### src/rtl/tas_sema_pkg.sv
package tas_sema_pkg;
  localparam int SV_W     = 16;
  localparam int ST_LSB   = 0;
  localparam int ST_W     = 2;
  localparam int OWN_LSB  = 2;
  localparam int OWN_W    = 2;
  localparam int IMPL_LSB = 4;
  localparam int IMPL_W   = 8;

  typedef enum logic [2:0] {
    OP_IDLE    = 3'd0,
    OP_READ    = 3'd1,
    OP_WRITE   = 3'd2,
    OP_LOCK    = 3'd3,
    OP_FREE    = 3'd4,
    OP_SETIMPL = 3'd5,
    OP_BUSYQ   = 3'd6,
    OP_INIT    = 3'd7
  } op_e;

  typedef enum logic [2:0] {
    RS_OK       = 3'd0,
    RS_TAS      = 3'd1,
    RS_IN_RESET = 3'd2,
    RS_HELD     = 3'd3,
    RS_BADCODE  = 3'd4,
    RS_NOTOWNER = 3'd5,
    RS_NOGRANT  = 3'd6
  } sts_e;

  typedef enum logic [1:0] {
    LK_RESET = 2'd0,
    LK_FREE  = 2'd1,
    LK_BUSY  = 2'd2,
    LK_BAD   = 2'd3
  } lk_e;
endpackage

### src/rtl/tas_sema_fid.sv
module tas_sema_fid #(
  parameter int ADDR_W  = 27,
  parameter int FID_LSB = 25,
  parameter int FID_W   = 2
) (
  input  logic [ADDR_W-1:0] addr,
  output logic [FID_W-1:0]  fid
);
  logic unused_addr;

  assign fid         = addr[FID_LSB +: FID_W];
  assign unused_addr = ^addr;
endmodule

### src/rtl/tas_sema_ctl.sv
module tas_sema_ctl
  import tas_sema_pkg::*;
#(
  parameter int FID_W = OWN_W
) (
  input  logic [2:0]       op,
  input  logic [FID_W-1:0] fid,
  input  logic [SV_W-1:0]  wdata,
  input  logic             wtas,
  input  logic [SV_W-1:0]  cur_sv,
  input  logic             cur_tas,
  input  logic             cur_grant,
  input  logic [FID_W-1:0] cur_gfid,
  output logic [SV_W-1:0]  nxt_sv,
  output logic             nxt_tas,
  output logic             nxt_grant,
  output logic [FID_W-1:0] nxt_gfid,
  output logic [2:0]       sts,
  output logic             busy
);
  op_e              op_q;
  lk_e              lk;
  logic [FID_W-1:0] owner;

  assign op_q  = op_e'(op);
  assign lk    = lk_e'(cur_sv[ST_LSB +: ST_W]);
  assign owner = cur_sv[OWN_LSB +: FID_W];

  always_comb begin
    nxt_sv    = cur_sv;
    nxt_tas   = cur_tas;
    nxt_grant = cur_grant;
    nxt_gfid  = cur_gfid;
    sts       = RS_OK;
    busy      = 1'b0;
    unique case (op_q)
      OP_READ: begin
        nxt_tas = 1'b1;
        if (!cur_tas) begin
          nxt_grant = 1'b1;
          nxt_gfid  = fid;
        end
      end
      OP_WRITE: begin
        nxt_sv    = wdata;
        nxt_grant = 1'b0;
        if (!wtas) nxt_tas = 1'b0;
      end
      OP_LOCK: begin
        if (cur_tas) sts = RS_TAS;
        else begin
          unique case (lk)
            LK_RESET: sts = RS_IN_RESET;
            LK_BUSY:  sts = RS_HELD;
            LK_BAD:   sts = RS_BADCODE;
            LK_FREE: begin
              nxt_sv[ST_LSB +: ST_W]   = LK_BUSY;
              nxt_sv[OWN_LSB +: FID_W] = fid;
            end
          endcase
        end
      end
      OP_FREE: begin
        if (cur_tas) sts = RS_TAS;
        else if (lk != LK_BUSY || owner != fid) sts = RS_NOTOWNER;
        else nxt_sv[ST_LSB +: ST_W] = LK_FREE;
      end
      OP_SETIMPL: begin
        if (cur_grant && cur_gfid == fid) begin
          nxt_sv[IMPL_LSB +: IMPL_W] = wdata[IMPL_W-1:0];
          nxt_tas   = 1'b0;
          nxt_grant = 1'b0;
        end else begin
          sts = RS_NOGRANT;
        end
      end
      OP_BUSYQ: busy = cur_tas | (lk == LK_BUSY);
      OP_INIT: begin
        if (cur_tas) sts = RS_TAS;
        else nxt_sv[ST_LSB +: ST_W] = LK_FREE;
      end
      default: ;
    endcase
  end
endmodule

### src/rtl/tas_sema_regs.sv
module tas_sema_regs
  import tas_sema_pkg::*;
#(
  parameter int FID_W = OWN_W
) (
  input  logic             clk,
  input  logic             rst_n,
  input  logic             en,
  input  logic [SV_W-1:0]  nxt_sv,
  input  logic             nxt_tas,
  input  logic             nxt_grant,
  input  logic [FID_W-1:0] nxt_gfid,
  input  logic [2:0]       nxt_sts,
  input  logic             nxt_busy,
  input  logic [FID_W-1:0] cur_fid,
  output logic [SV_W-1:0]  sv_q,
  output logic             tas_q,
  output logic             grant_q,
  output logic [FID_W-1:0] gfid_q,
  output logic             rsp_vld,
  output logic [2:0]       rsp_status,
  output logic [SV_W-1:0]  rsp_data,
  output logic             rsp_tas,
  output logic [FID_W-1:0] rsp_fid,
  output logic             rsp_busy
);
  always_ff @(posedge clk or negedge rst_n) begin
    if (!rst_n) begin
      sv_q    <= '0;
      tas_q   <= 1'b0;
      grant_q <= 1'b0;
      gfid_q  <= '0;
    end else if (en) begin
      sv_q    <= nxt_sv;
      tas_q   <= nxt_tas;
      grant_q <= nxt_grant;
      gfid_q  <= nxt_gfid;
    end
  end

  always_ff @(posedge clk or negedge rst_n) begin
    if (!rst_n) rsp_vld <= 1'b0;
    else        rsp_vld <= en;
  end

  always_ff @(posedge clk or negedge rst_n) begin
    if (!rst_n) begin
      rsp_status <= '0;
      rsp_data   <= '0;
      rsp_tas    <= 1'b0;
      rsp_fid    <= '0;
      rsp_busy   <= 1'b0;
    end else if (en) begin
      rsp_status <= nxt_sts;
      rsp_data   <= sv_q;
      rsp_tas    <= tas_q;
      rsp_fid    <= cur_fid;
      rsp_busy   <= nxt_busy;
    end
  end
endmodule

### src/rtl/tas_sema.sv
module tas_sema
  import tas_sema_pkg::*;
#(
  parameter int ADDR_W  = 27,
  parameter int FID_LSB = 25
) (
  input  logic                clk,
  input  logic                rst_n,
  input  logic [2:0]          req_op,
  input  logic [ADDR_W-1:0]   req_addr,
  input  logic [SV_W-1:0]     req_wdata,
  input  logic                req_wtas,
  output logic                rsp_vld,
  output logic [2:0]          rsp_status,
  output logic [SV_W-1:0]     rsp_data,
  output logic                rsp_tas,
  output logic [OWN_W-1:0]    rsp_fid,
  output logic                rsp_busy
);
  localparam int FID_W = OWN_W;

  logic [FID_W-1:0] fid;
  logic [SV_W-1:0]  sv_q, nxt_sv;
  logic             tas_q, nxt_tas;
  logic             grant_q, nxt_grant;
  logic [FID_W-1:0] gfid_q, nxt_gfid;
  logic [2:0]       nxt_sts;
  logic             nxt_busy;
  logic             en;

  assign en = (req_op != OP_IDLE);

  tas_sema_fid #(.ADDR_W(ADDR_W), .FID_LSB(FID_LSB), .FID_W(FID_W)) i_fid (
    .addr (req_addr),
    .fid  (fid)
  );

  tas_sema_ctl #(.FID_W(FID_W)) i_ctl (
    .op        (req_op),
    .fid       (fid),
    .wdata     (req_wdata),
    .wtas      (req_wtas),
    .cur_sv    (sv_q),
    .cur_tas   (tas_q),
    .cur_grant (grant_q),
    .cur_gfid  (gfid_q),
    .nxt_sv    (nxt_sv),
    .nxt_tas   (nxt_tas),
    .nxt_grant (nxt_grant),
    .nxt_gfid  (nxt_gfid),
    .sts       (nxt_sts),
    .busy      (nxt_busy)
  );

  tas_sema_regs #(.FID_W(FID_W)) i_regs (
    .clk        (clk),
    .rst_n      (rst_n),
    .en         (en),
    .nxt_sv     (nxt_sv),
    .nxt_tas    (nxt_tas),
    .nxt_grant  (nxt_grant),
    .nxt_gfid   (nxt_gfid),
    .nxt_sts    (nxt_sts),
    .nxt_busy   (nxt_busy),
    .cur_fid    (fid),
    .sv_q       (sv_q),
    .tas_q      (tas_q),
    .grant_q    (grant_q),
    .gfid_q     (gfid_q),
    .rsp_vld    (rsp_vld),
    .rsp_status (rsp_status),
    .rsp_data   (rsp_data),
    .rsp_tas    (rsp_tas),
    .rsp_fid    (rsp_fid),
    .rsp_busy   (rsp_busy)
  );
endmodule

### config.mk
export PLATFORM = sky130hd
export DESIGN_NAME = tas_sema
export DESIGN_NICKNAME = d
export VERILOG_FILES = /design/src/rtl/tas_sema_pkg.sv /design/src/rtl/tas_sema_fid.sv /design/src/rtl/tas_sema_ctl.sv /design/src/rtl/tas_sema_regs.sv /design/src/rtl/tas_sema.sv
export SDC_FILE = /design/constraint.sdc
export NUM_CORES = 1
export LEC_CHECK = 0
export BUFFER_PORTS_ARGS = -buffer_cell sky130_fd_sc_hd__buf_2
export CAP_MARGIN = 40
export CELL_PAD_IN_SITES_DETAIL_PLACEMENT = 0
export CELL_PAD_IN_SITES_GLOBAL_PLACEMENT = 1
export CORE_UTILIZATION = 41
export DETAILED_ROUTE_END_ITERATION = 16
export PLACE_DENSITY_LB_ADDON = 0.12
export SLEW_MARGIN = 20
export SYNTH_ARGS = -nofsm -noshare
export SYNTH_HDL_FRONTEND = slang
export SYNTH_SLANG_ARGS = --single-unit
### constraint.sdc
create_clock -name clk -period 4.1 [get_ports clk]
set_input_delay 0.615 -clock clk [delete_from_list [all_inputs] [get_ports clk]]
set_output_delay 0.615 -clock clk [all_outputs]
set_load 0.02 [all_outputs]
==> flow_metrics.py <==
metrics = {
    "detailed_routing": {
        "post_drt_wl_per_cell_um": 15.3,
        "ant_nets": 0,
        "totalWireLength_um": 4180,
        "vias_per_cell": 5.27,
        "drt_first_iter_violations": 103,
        "dr_total_vias": 1440,
        "post-route-drc-count": 0,
        "firstDrtPassIters": 4,
    },
    "power": {
        "p_seq_frac": 0.496,
        "vdd_ir_drop_max_v": 0.000244,
        "power_frac_clock": 0.266,
        "comb_power_share": 0.237,
        "netSwitchingFraction": 0.291,
        "leakagePower_nw": 1.04,
        "power_switching_w": 0.000338,
        "cellPowerDensity_mw_per_mm2": 482,
        "p_int_w": 0.000823,
    },
    "logic_synthesis": {
        "syn-cell-area_mm2": 0.00205,
        "synth_sequential_area_ratio": 0.537,
        "synthDominantAreaCellType": "sky130_fd_sc_hd__dfrtp_1",
        "synth_cells": 161,
        "synth-edff-count": 0,
        "ys_ff_latch": 44,
        "synth_cell_types": 40,
        "asyncSetResetFlopFracSynth": 1.00,
        "synth.avg_cell_area_um2": 12.7,
        "synth_top_cell_area_share": 0.537,
        "ys_warn_count": 0,
        "syn_nets": 210,
        "synth.top_cells.by_area": "sky130_fd_sc_hd__dfrtp_1, sky130_fd_sc_hd__mux2_2, sky130_fd_sc_hd__mux2_1",
        "synth_top_flop_cell": "sky130_fd_sc_hd__dfrtp_1",
    },
    "die": {
        "core_mm2": 0.00475,
        "initial_core_util": 0.431,
        "row_count": 25,
        "die_h_um": 72.7,
        "floorplan.io_pins": 73,
        "die_area_mm2": 0.00529,
        "chipWidth_um": 72.7,
    },
    "clock_network": {
        "cts_hold_buf": 0,
        "cts_tree": "yes",
        "cts.repair_timing.setup_buffer_count": 0,
        "cts.root.buffer_cell": "sky130_fd_sc_hd__clkbuf_8",
        "cts.reportedPaths.clkPinSlew_ns": 0.08,
        "tritoncts_num_sinks": 44,
        "clock_insertion_delay_worst_skew_ns": 0.29,
        "cts_htree_levels": 2,
        "clock_tree.buffer_depth": 2,
        "tritoncts.num_buffers": 5,
        "postCtsResizedCells": 0,
    },
    "layout": {
        "areaGrowthSynthToFinish_pct": 17.3,
        "final_area_mm2": 0.00241,
        "final_net_count": 256,
        "fraction_of_final_layout_cells_sized_beyond_drive_strength_1": 0.408,
        "final-seq-area_mm2": 0.00110,
        "n_antenna_cell": 0,
        "footprint_of_the_multi_input_gates_um2": 831,
        "fill_cells": 471,
    },
    "timing": {
        "hold_viol": 0,
        "period_needed_ns": 2.13,
        "tightestPinTransition_ns": 0.643,
        "finalSetupViolations": 0,
        "max_freq_mhz": 468,
        "fin_ws_ns": 1.97,
        "timing.final.crit_share": 0.521,
        "finalSetupTns_ns": 0,
        "rsz_0062_raised_after_global_routing": "no",
        "final-max-slew-violation-count": 0,
        "skew_ns": 0.00613,
        "worst_slew_margin_rel": 0.569,
    },
    "global_routing": {
        "wire_length_of_the_first_global_routing_pass_um": 7090,
        "grt_overflow": 0,
        "antenna_violations_before_repair": 0,
        "grt_start_max_net_pins": 29,
        "grt_use_total": 0.178,
        "first_global_vias": 1415,
    },
    "worst_setup_path": {
        "cp_data_arrival_time_ns": 2.36,
        "start_kind": "input pin",
        "setup.worst_path.class": "input pin to flop",
        "cp.required_ns": 4.33,
        "critPathCaptureType": "flop",
        "reg2reg_setup_slack_ns": 2.27,
        "path_max_fanout": 18,
    },
    "placement": {
        "place_ws_ns": 1.65,
        "dp_hpwl_um": 3070,
        "count_of_port_buffers_added_during_placement": 47,
        "post_dp_cell_area_mm2": 0.00231,
        "routabilityCongestion": 0.762,
    },
    "flow_run": {
        "max_cap_violations": 0,
    },
    "worst_hold_path": {
        "hold_path_class": "input pin to asynchronous set/reset pin",
    },
    "run_status": {
        "run_status": "finished clean",
    },
}
-- per-layer routing --
metal  GRT usage  up-vias  wire (um)
li1            -      678          -
met1       0.248      717       1890
met2       0.267       41       2010
met3      0.0497        4        227
met4      0.0675        0         57
met5           0        -          0
-- flip-flops by register name (all words and copies together), names as in the netlist --
signal,cells
i_regs.gfid_q,2
i_regs.grant_q,1
i_regs.rsp_fid,2
i_regs.rsp_busy,1
i_regs.sv_q,16
i_regs.rsp_status,3
i_regs.rsp_data,16
i_regs.rsp_tas,1
i_regs.rsp_vld,1
i_regs.tas_q,1
-- critical path, stage by stage --
cell and delay, ns:
sky130_fd_sc_hd__buf_2 0.28, sky130_fd_sc_hd__and3b_1 0.27, sky130_fd_sc_hd__nand4_1 0.44, sky130_fd_sc_hd__nand2b_1 0.48, sky130_fd_sc_hd__o221a_1 0.26
-- kinds of logic (layout without fill, tap and decap cells) --
logic type | after synthesis | count (layout) | share of synthesized area
AND/OR/NAND/NOR | 37 | 37 | 0.103
multiplexers | 30 | 30 | 0.165
AO/OA/AOI/OAI | 30 | 30 | 0.120
flip-flops | 44 | 44 | 0.537
buffers and inverters | 16 | 61 | 0.0580
XOR/XNOR | 4 | 4 | 0.0171
-- final cells by class --
type / count / area share
Clock buffer: 5 / 0.0286
Sequential cell: 44 / 0.458
Clock inverter: 1 / 0.0125
Inverter: 5 / 0.00884
Multi-Input combinational cell: 101 / 0.345
Timing Repair Buffer: 50 / 0.112
Tap cell: 67 / 0.0348
-- placed cells by master (no fill, tap or decap), drive strengths merged, types with 4 or more instances in the layout --
cell type	instances
o221a	8
mux2	30
a21oi	4
nor2	7
o21ai	5
nor3	5
nand2	6
dfrtp	44
nand2b	11
clkbuf	5
buf	50
xnor2	4
inv	4
-- worst paths after layout --
kind / startpoint / end / depth (start not counted)
max: req_op[2] / i_regs.sv_q[9]$_DFFE_PN0P_ / 5
min: rst_n / i_regs.sv_q[0]$_DFFE_PN0P_ / 1
max reg2reg: i_regs.gfid_q[0]$_DFFE_PN0P_ / i_regs.sv_q[9]$_DFFE_PN0P_ / 4
min reg2reg: i_regs.rsp_tas$_DFFE_PN0N_ / i_regs.rsp_tas$_DFFE_PN0N_ / 2
max in group asynchronous: rst_n / i_regs.gfid_q[0]$_DFFE_PN0P_ / 2
min in group clk: i_regs.rsp_tas$_DFFE_PN0N_ / i_regs.rsp_tas$_DFFE_PN0N_ / 2
-- Yosys cell counts, types with 3 or more instances --
cell type	count
sky130_fd_sc_hd__nor3_1	3
sky130_fd_sc_hd__o221a_1	8
sky130_fd_sc_hd__nor2_1	7
sky130_fd_sc_hd__mux2_1	8
sky130_fd_sc_hd__mux2_2	22
sky130_fd_sc_hd__nand2_1	6
sky130_fd_sc_hd__buf_2	5
sky130_fd_sc_hd__o21ai_0	3
sky130_fd_sc_hd__nand2b_1	11
sky130_fd_sc_hd__dfrtp_1	44
sky130_fd_sc_hd__a21oi_1	4
sky130_fd_sc_hd__xnor2_1	4
-- power by group through the flow --
| stage | sequential (W) | combinational [W] | clock, W |
|---|---|---|---|
| after floorplan | 0.000627 | 0.000140 | 0 |
| after global placement | 0.000579 | 0.000272 | 0 |
| after detailed placement | 0.000585 | 0.000280 | 0 |
| after CTS | 0.000576 | 0.000281 | 0.000321 |
| after global routing | 0.000588 | 0.000302 | 0.000337 |
| final | 0.000576 | 0.000276 | 0.000309 |
-- per-stage QoR --
| stage | hold WS, ns | power, W | instances | utilization |
|---|---|---|---|---|
| detailed placement | 0.466 | 0.000865 | 267 | 0.485 |
| CTS | 0.260 | 0.00118 | 273 | 0.506 |
| global route | 0.276 | 0.00123 | 273 | 0.506 |
| finish | 0.255 | 0.00116 | 273 | 0.506 |
| floorplan | 0.319 | 0.000767 | 161 | - |
| global placement | 0.457 | 0.000851 | 265 | 0.479 |
Note: power is estimated with default switching activity, not from simulation.
